**config.mk**
```make
export PLATFORM = sky130hd
export DESIGN_NAME = peak_hold_reg
export DESIGN_NICKNAME = d
export VERILOG_FILES = /design/src/rtl/peak_hold_pkg.sv /design/src/rtl/peak_wr_decode.sv /design/src/rtl/peak_update_sel.sv /design/src/rtl/peak_store.sv /design/src/rtl/peak_word_fmt.sv /design/src/rtl/peak_hold_reg.sv
export SDC_FILE = /design/constraint.sdc
export NUM_CORES = 1
export LEC_CHECK = 0
export ABC_AREA = 0
export CAP_MARGIN = 20
export CELL_PAD_IN_SITES_DETAIL_PLACEMENT = 0
export CELL_PAD_IN_SITES_GLOBAL_PLACEMENT = 1
export CORE_MARGIN = 8
export CORE_UTILIZATION = 24
export DETAILED_ROUTE_END_ITERATION = 12
export PLACE_DENSITY = 0.82
export SLEW_MARGIN = 10
export SYNTH_ARGS = -nofsm -noshare
export SYNTH_HDL_FRONTEND = slang
export SYNTH_SLANG_ARGS = --single-unit
```
**constraint.sdc**
```tcl
create_clock -name clk -period 3 [get_ports clk]
set_input_delay 0.45 -clock clk [delete_from_list [all_inputs] [get_ports clk]]
set_output_delay 0.45 -clock clk [all_outputs]
set_load 0.02 [all_outputs]
```
**src/rtl/peak_hold_pkg.sv**
```systemverilog
package peak_hold_pkg;

    // Default geometry of the held value inside the register word
    localparam int unsigned DEF_SAMPLE_W = 8;
    localparam int unsigned DEF_WORD_W   = 16;
    localparam int unsigned DEF_FIELD_LSB = 4;
    localparam int unsigned DEF_ADDR_W   = 8;
    localparam int unsigned DEF_REG_ADDR = 7;

    // Source selected for the next held value
    typedef enum logic [1:0] {
        SRC_HOLD   = 2'd0,
        SRC_SAMPLE = 2'd1,
        SRC_LOAD   = 2'd2,
        SRC_CLEAR  = 2'd3
    } upd_src_e;

endpackage

```
**src/rtl/peak_wr_decode.sv**
```systemverilog
module peak_wr_decode
    import peak_hold_pkg::*;
#(
    parameter int unsigned SAMPLE_W  = DEF_SAMPLE_W,
    parameter int unsigned WORD_W    = DEF_WORD_W,
    parameter int unsigned FIELD_LSB = DEF_FIELD_LSB,
    parameter int unsigned ADDR_W    = DEF_ADDR_W,
    parameter int unsigned REG_ADDR  = DEF_REG_ADDR
) (
    input  logic                wr_en,
    input  logic [ADDR_W-1:0]   wr_addr,
    input  logic [WORD_W-1:0]   wr_data,
    output logic                wr_hit,
    output logic                wr_clear,
    output logic [SAMPLE_W-1:0] wr_field
);
    localparam int unsigned FIELD_MSB = FIELD_LSB + SAMPLE_W - 1;
    localparam logic [ADDR_W-1:0] MY_ADDR = ADDR_W'(REG_ADDR);

    always_comb begin
        wr_hit   = wr_en && (wr_addr == MY_ADDR);
        wr_clear = wr_hit && (wr_data == '0);
        // reserved positions are dropped here
        wr_field = wr_data[FIELD_MSB:FIELD_LSB];
    end
endmodule

```
**src/rtl/peak_update_sel.sv**
```systemverilog
module peak_update_sel
    import peak_hold_pkg::*;
#(
    parameter int unsigned SAMPLE_W = DEF_SAMPLE_W
) (
    input  logic [SAMPLE_W-1:0] peak_q,
    input  logic                auto_en,
    input  logic                smp_valid,
    input  logic [SAMPLE_W-1:0] smp_data,
    input  logic                wr_hit,
    input  logic                wr_clear,
    input  logic [SAMPLE_W-1:0] wr_field,
    output upd_src_e            src,
    output logic [SAMPLE_W-1:0] peak_d
);
    logic smp_wins;

    always_comb begin
        smp_wins = auto_en && smp_valid && (smp_data > peak_q);
        // priority: clear, then load, then sample, else hold
        if (wr_clear)       src = SRC_CLEAR;
        else if (wr_hit)    src = SRC_LOAD;
        else if (smp_wins)  src = SRC_SAMPLE;
        else                src = SRC_HOLD;

        unique case (src)
            SRC_CLEAR:  peak_d = '0;
            SRC_LOAD:   peak_d = wr_field;
            SRC_SAMPLE: peak_d = smp_data;
            default:    peak_d = peak_q;
        endcase
    end
endmodule

```
**src/rtl/peak_store.sv**
```systemverilog
module peak_store
    import peak_hold_pkg::*;
#(
    parameter int unsigned SAMPLE_W = DEF_SAMPLE_W
) (
    input  logic                clk,
    input  logic                rst,
    input  upd_src_e            src,
    input  logic [SAMPLE_W-1:0] peak_d,
    output logic [SAMPLE_W-1:0] peak_q
);
    always_ff @(posedge clk) begin
        if (rst)                 peak_q <= '0;
        else if (src != SRC_HOLD) peak_q <= peak_d;
    end

    // reset leaves the held value at zero
    p_reset_zero_r1: assert property (@(posedge clk) rst |=> (peak_q == '0))
        else $error("p_reset_zero_r1");

    // a hold cycle keeps the value
    p_hold_stable_r3: assert property (@(posedge clk) disable iff (rst)
        (src == SRC_HOLD) |=> $stable(peak_q))
        else $error("p_hold_stable_r3");

    // a clear cycle empties the register
    p_clear_zero_r5: assert property (@(posedge clk) disable iff (rst)
        (src == SRC_CLEAR) |=> (peak_q == '0))
        else $error("p_clear_zero_r5");
endmodule

```
**src/rtl/peak_word_fmt.sv**
```systemverilog
module peak_word_fmt
    import peak_hold_pkg::*;
#(
    parameter int unsigned SAMPLE_W  = DEF_SAMPLE_W,
    parameter int unsigned WORD_W    = DEF_WORD_W,
    parameter int unsigned FIELD_LSB = DEF_FIELD_LSB,
    parameter int unsigned ADDR_W    = DEF_ADDR_W,
    parameter int unsigned REG_ADDR  = DEF_REG_ADDR
) (
    input  logic [ADDR_W-1:0]   rd_addr,
    input  logic [SAMPLE_W-1:0] peak_q,
    output logic [WORD_W-1:0]   rd_data
);
    localparam int unsigned FIELD_MSB = FIELD_LSB + SAMPLE_W - 1;
    localparam logic [ADDR_W-1:0] MY_ADDR = ADDR_W'(REG_ADDR);

    logic [WORD_W-1:0] word;

    always_comb begin
        word = '0;
        word[FIELD_MSB:FIELD_LSB] = peak_q;
        rd_data = (rd_addr == MY_ADDR) ? word : '0;
    end
endmodule

```
**src/rtl/peak_hold_reg.sv**
```systemverilog
module peak_hold_reg
    import peak_hold_pkg::*;
#(
    parameter int unsigned SAMPLE_W  = DEF_SAMPLE_W,
    parameter int unsigned WORD_W    = DEF_WORD_W,
    parameter int unsigned FIELD_LSB = DEF_FIELD_LSB,
    parameter int unsigned ADDR_W    = DEF_ADDR_W,
    parameter int unsigned REG_ADDR  = DEF_REG_ADDR
) (
    input  logic                clk,
    input  logic                rst,
    input  logic                auto_en,
    input  logic                smp_valid,
    input  logic [SAMPLE_W-1:0] smp_data,
    input  logic                wr_en,
    input  logic [ADDR_W-1:0]   wr_addr,
    input  logic [WORD_W-1:0]   wr_data,
    input  logic [ADDR_W-1:0]   rd_addr,
    output logic [WORD_W-1:0]   rd_data
);
    localparam int unsigned FIELD_MSB = FIELD_LSB + SAMPLE_W - 1;

    logic                wr_hit;
    logic                wr_clear;
    logic [SAMPLE_W-1:0] wr_field;
    logic [SAMPLE_W-1:0] peak_q;
    logic [SAMPLE_W-1:0] peak_d;
    upd_src_e            src;

    peak_wr_decode #(
        .SAMPLE_W(SAMPLE_W), .WORD_W(WORD_W), .FIELD_LSB(FIELD_LSB),
        .ADDR_W(ADDR_W), .REG_ADDR(REG_ADDR)
    ) u_dec (
        .wr_en(wr_en), .wr_addr(wr_addr), .wr_data(wr_data),
        .wr_hit(wr_hit), .wr_clear(wr_clear), .wr_field(wr_field)
    );

    peak_update_sel #(.SAMPLE_W(SAMPLE_W)) u_sel (
        .peak_q(peak_q), .auto_en(auto_en), .smp_valid(smp_valid),
        .smp_data(smp_data), .wr_hit(wr_hit), .wr_clear(wr_clear),
        .wr_field(wr_field), .src(src), .peak_d(peak_d)
    );

    peak_store #(.SAMPLE_W(SAMPLE_W)) u_store (
        .clk(clk), .rst(rst), .src(src), .peak_d(peak_d), .peak_q(peak_q)
    );

    peak_word_fmt #(
        .SAMPLE_W(SAMPLE_W), .WORD_W(WORD_W), .FIELD_LSB(FIELD_LSB),
        .ADDR_W(ADDR_W), .REG_ADDR(REG_ADDR)
    ) u_fmt (
        .rd_addr(rd_addr), .peak_q(peak_q), .rd_data(rd_data)
    );

    // a larger sample in automatic mode with no write becomes the peak
    p_sample_rise_r2: assert property (@(posedge clk) disable iff (rst)
        (auto_en && smp_valid && !wr_en && (smp_data > peak_q))
        |=> (peak_q == $past(smp_data)))
        else $error("p_sample_rise_r2");

    // without a register write the peak never decreases
    p_no_decrease_r3: assert property (@(posedge clk) disable iff (rst)
        !wr_en |=> (peak_q >= $past(peak_q)))
        else $error("p_no_decrease_r3");

    // normal mode with no write keeps the peak
    p_normal_hold_r4: assert property (@(posedge clk) disable iff (rst)
        (!auto_en && !wr_en) |=> $stable(peak_q))
        else $error("p_normal_hold_r4");

    // a register write overrides any same-cycle sample
    p_write_wins_r7: assert property (@(posedge clk) disable iff (rst)
        (wr_en && (wr_addr == ADDR_W'(REG_ADDR)))
        |=> (peak_q == $past(wr_data[FIELD_MSB:FIELD_LSB])))
        else $error("p_write_wins_r7");

    // padding bits read as zero
    p_pad_zero_r8: assert property (@(posedge clk) disable iff (rst)
        ((rd_data & ~({{(WORD_W-SAMPLE_W){1'b0}}, {SAMPLE_W{1'b1}}} << FIELD_LSB)) == '0))
        else $error("p_pad_zero_r8");
endmodule

```
[Yosys cells after proc, flatten, opt, wreduce, memory -nomap -nowiden]
Index checks and enable logic that the tools add are counted.
Storage, ports and cells
  memories kept: 0
  register bits after elaboration: 8
  bits in read-only memories: 0
  word-level logic and storage cells: 20
  bits of input ports: 45
  output and inout port bits: 16
  RAM bits: 0
  bits in latches: 0
Cells by class
  reductions and logical operators: 8
  shift operators: 0
  multipliers: 0
  eq/ne operators: 5
  add/subtract/negate cells: 0
  mux-type cells: 5
  divide/modulo/power cells: 0
  bitwise operators: 0
  order comparisons: 1
Operator list (number)
  8-bit one-hot mux with 3 select lines: 1
  8-bit by 3-bit equality test with 1-bit output (second input constant): 2
  16-bit zero test: 1
  12-bit 2-to-1 mux: 1
  8-bit > comparator: 1
  2-bit equality test (second input constant): 2
  1-bit logical AND: 4
  2-bit 2-to-1 mux: 2
  3-bit nonzero test: 1
  2-bit by 1-bit equality test with 1-bit output (second input constant): 1
  2-bit AND reduction: 1
  2-bit nonzero test: 1
  1-bit 2-to-1 mux: 1

[Depth between registers and ports, before layout]
  depth in word-level cells: 8
  depth in mapped cells: 8
  mapped depth without buffers: 7

[Cells and area by module]
A second synthesis with hierarchy kept.
Second synthesis, totals
  cell total of the unflattened synthesis: 151
  area, all modules: 1167.4 um^2
Modules (own cells, without submodules)
  peak_update_sel: area an instance 480.5 um^2, seq. area each 0.0 um^2, cells an instance 69, instances 1
  peak_store: area an instance 330.3 um^2, seq. area each 160.2 um^2, cells an instance 35, instances 1
  peak_word_fmt: area an instance 221.5 um^2, seq. area each 0.0 um^2, cells an instance 29, instances 1
  peak_wr_decode: area an instance 135.1 um^2, seq. area each 0.0 um^2, cells an instance 18, instances 1

[Worst setup path before layout]
Ideal clock, no wire load.
  kind: input port to output port
  start: input port rd_addr[5]
  end: output port rd_data[10]
  slack: 0.910 ns
  arrival time: 1.640 ns
  data required time: 2.550 ns
  path buffers: 1
  cell stages on the path: 3
  cell sequence: or4_1 clkbuf_1 nor3_1
Between the ends
  cells in the longest elaborated chain, start to end: 2
Ends and longest elaborated chain
  start, declared: RTL line peak_hold_reg.sv:18  | input logic [ADDR_W-1:0] rd_addr,
  8-bit by 3-bit equality test with 1-bit output: RTL line peak_word_fmt.sv:22  | rd_data = (rd_addr == MY_ADDR) ? word : '0;
  12-bit 2-to-1 mux: RTL line peak_word_fmt.sv:22
  end, declared: RTL line peak_hold_reg.sv:19  | output logic [WORD_W-1:0] rd_data
No other way between the ends.

[Worst setup path after layout]
  start: input port rd_addr[5]
  end: output port rd_data[7]
The elaborated chain is that of the path after synthesis.

==> results.yml <==
route:
  routed_via_density: 4.80
  totalWireLength_um: 2920
  firstDrtPassIters: 4
  wire_per_inst_um: 15.3
  ant_nets: 0
  drtIter0Drc: 42
  drc: 0
  vias: 916
global_routing:
  grt-ovfl-total: 0
  antenna_found_initial: 0
  use_met3_pct: 3.41
  grt_pass1_vias: 945
  busiest_layer: "met2"
  met1_usage_pct: 11.3
  grt_usage_pct: 10.6
  use_met2_pct: 19.2
  grt_pass1_wl_um: 4520
  grt_max_degree: 11
clock_network:
  clock_sinks: 8
  cts.clk_slew.worst_paths_ns: 0.05
  cts_tree: "built"
  h-tree-depth: 1
  cts_buffers: 3
  post-cts-setup-buffers: 0
  root_buffer: "clkbuf_4"
  holdBufCountCts: 0
  cts_buffer_depth: 2
  ctsResizeCount: 0
  insertion_delay_ns: 0.25
place:
  pre_cts_ws_ns: 0.0912
  hpwl_um: 2530
  place.gp.congestion: 0.803
  place_inst: 188
  port_buffers: 52
logic_synthesis:
  ys_seq_area_share_pct: 20.1
  yosys.cell_types.count: 30
  synthCells: 93
  synth_warnings: 0
  avgSynthCellArea_um2: 8.58
  synth-seq-cells: 8
  synthesis.area_um2: 798
critical_path:
  endpoint_kind: "primary output"
  crit_type: "primary input to primary output"
  slowest_stage: "or4_1"
  path_buf_inv: 2
  cp.required_ns: 2.55
  cp_cell_sequence: "clkdlybuf4s50_1 > or4_1 > nor3_1 > clkdlybuf4s50_1"
  cp_top_family: "buffers and inverters"
  crit_arrival_ns: 2.47
  critPathMaxStageDelay_ns: 0.67
  crit_path_frequent_cell: "clkdlybuf4s50_1"
  worstPathMaxFanout: 8
  setup.worst_path.start_class: "primary input"
finish:
  final_common_cell: "clkdlybuf4s50_1"
  drive_above_1_share_pct: 8.28
  top_regs: "u_store.peak_q (8)"
  num-nets-final: 200
  top_register: "u_store.peak_q"
  largest_reg_flops: 8
  post-route-util_pct: 41.4
  layout_common_cells: "52 x clkdlybuf4s50_1, 10 x inv_1, 10 x a21oi_1"
  antennaDiodeCount: 0
  stdcell_count: 191
  syn_to_final_growth_pct: 69.1
status:
  status: "complete, no violations"
die:
  die_y_um: 73.7
  fp.dieArea_um2: 5430
  core.rowCount: 21
  start_util_pct: 24.5
  core_um2: 3260
  die_w_um: 73.7
  ios: 61
sta:
  layout_setup_ws_ns: 0.0826
  setup_tns_ns: 0
  grt_setup_unrepaired: "no"
  tightest_slew_ns: 0.602
  fin_crit_sh_pct: 97.2
  slew_violations: 0
  fin_skew_ns: 0.000164
  setup_viol: 0
  fin_crit_ns: 2.92
  fmax_ghz: 0.343
  hold_viol: 0
  max_slew_margin_pct: 59.8
min_path:
  min_path_type: "flop to flop"
pwr:
  power_uw: 348
  leakagePower_uw: 0.000540
  peakVddDrop_v: 0.0000923
  power_density_nw_per_um2: 258
run:
  drv_cap: 0
## logic make-up after synthesis
family                     share of synthesized area [%]
AOI/OAI and AO/OA                                   28.5
and+or+nand+nor                                     24.3
DFF                                                 20.1
buffers and inverters                               14.1
other                                              0.470
adders and majority gates                           12.5
## metrics by stage
stage / hold slack (ns) / instance area (µm²)
after floorplan: 0.499 / 825
after global placement: 0.520 / 1330
after detailed placement: 0.537 / 1330
after CTS: 0.555 / 1350
after global routing: 0.590 / 1350
final: 0.555 / 1350
## area by class of cell
cell class	count	area [µm²]
clock buffer	3	22.5
fill	352	1910
inverter	10	37.5
multi-input combinational	72	552
sequential	8	160
tap	46	57.6
timing repair buffer	52	520
## final timing paths
check / from / endpoint / slack (ns) / depth (start not counted)
worst max-delay path: rd_addr[5] / rd_data[7] / 0.08 / 4
worst min-delay path: u_store.peak_q[5] / u_store.peak_q[5] / 0.55 / 2
worst max register to register: u_store.peak_q[7] / u_store.peak_q[6] / 0.91 / 7
worst min register to register: u_store.peak_q[5] / u_store.peak_q[5] / 0.55 / 2
## cell usage after synthesis
library cell,instances,share of area (%)
a211oi_2,1,1.6
a21oi_1,10,6.3
a21oi_2,1,1.1
a22oi_1,8,7.5
and3b_2,1,1.3
and4_1,1,1.1
buf_4,8,7.5
buf_6,1,1.4
clkbuf_1,1,0.47
conb_1,1,0.47
dfxtp_1,8,20
ha_1,8,13
inv_1,10,4.7
nand2_1,1,0.47
nand4_1,1,0.78
nand4_2,1,1.6
nand4b_1,1,1.1
nand4b_4,1,3.0
nor2_4,1,1.4
nor2b_1,1,0.78
nor3_1,8,5.0
nor4_1,4,3.1
nor4b_4,1,3.0
o211ai_1,1,0.94
o211ai_2,1,1.6
o21a_1,1,0.94
o21ai_2,1,1.1
o31ai_1,8,7.5
or2_1,1,0.78
or4_1,1,0.94
## layer usage
layer	part of all wire, %	up-vias
met5	0	-
met4	0.86	0
met3	7.7	3
met2	52	36
met1	40	428
li1	-	449
## power breakdown
part | switching, µW | internal (µW)
sequential | 6.02 | 116
combinational | 62.7 | 81.1
clock | 36.4 | 45.8
total | 105 | 243
## worst min-delay path, cell delays in order (launching register included)
cell and delay [ns]:
dfxtp_1 0.33, o31ai_1 0.08, a21oi_1 0.11
Power figures use the tool's default switching activity.
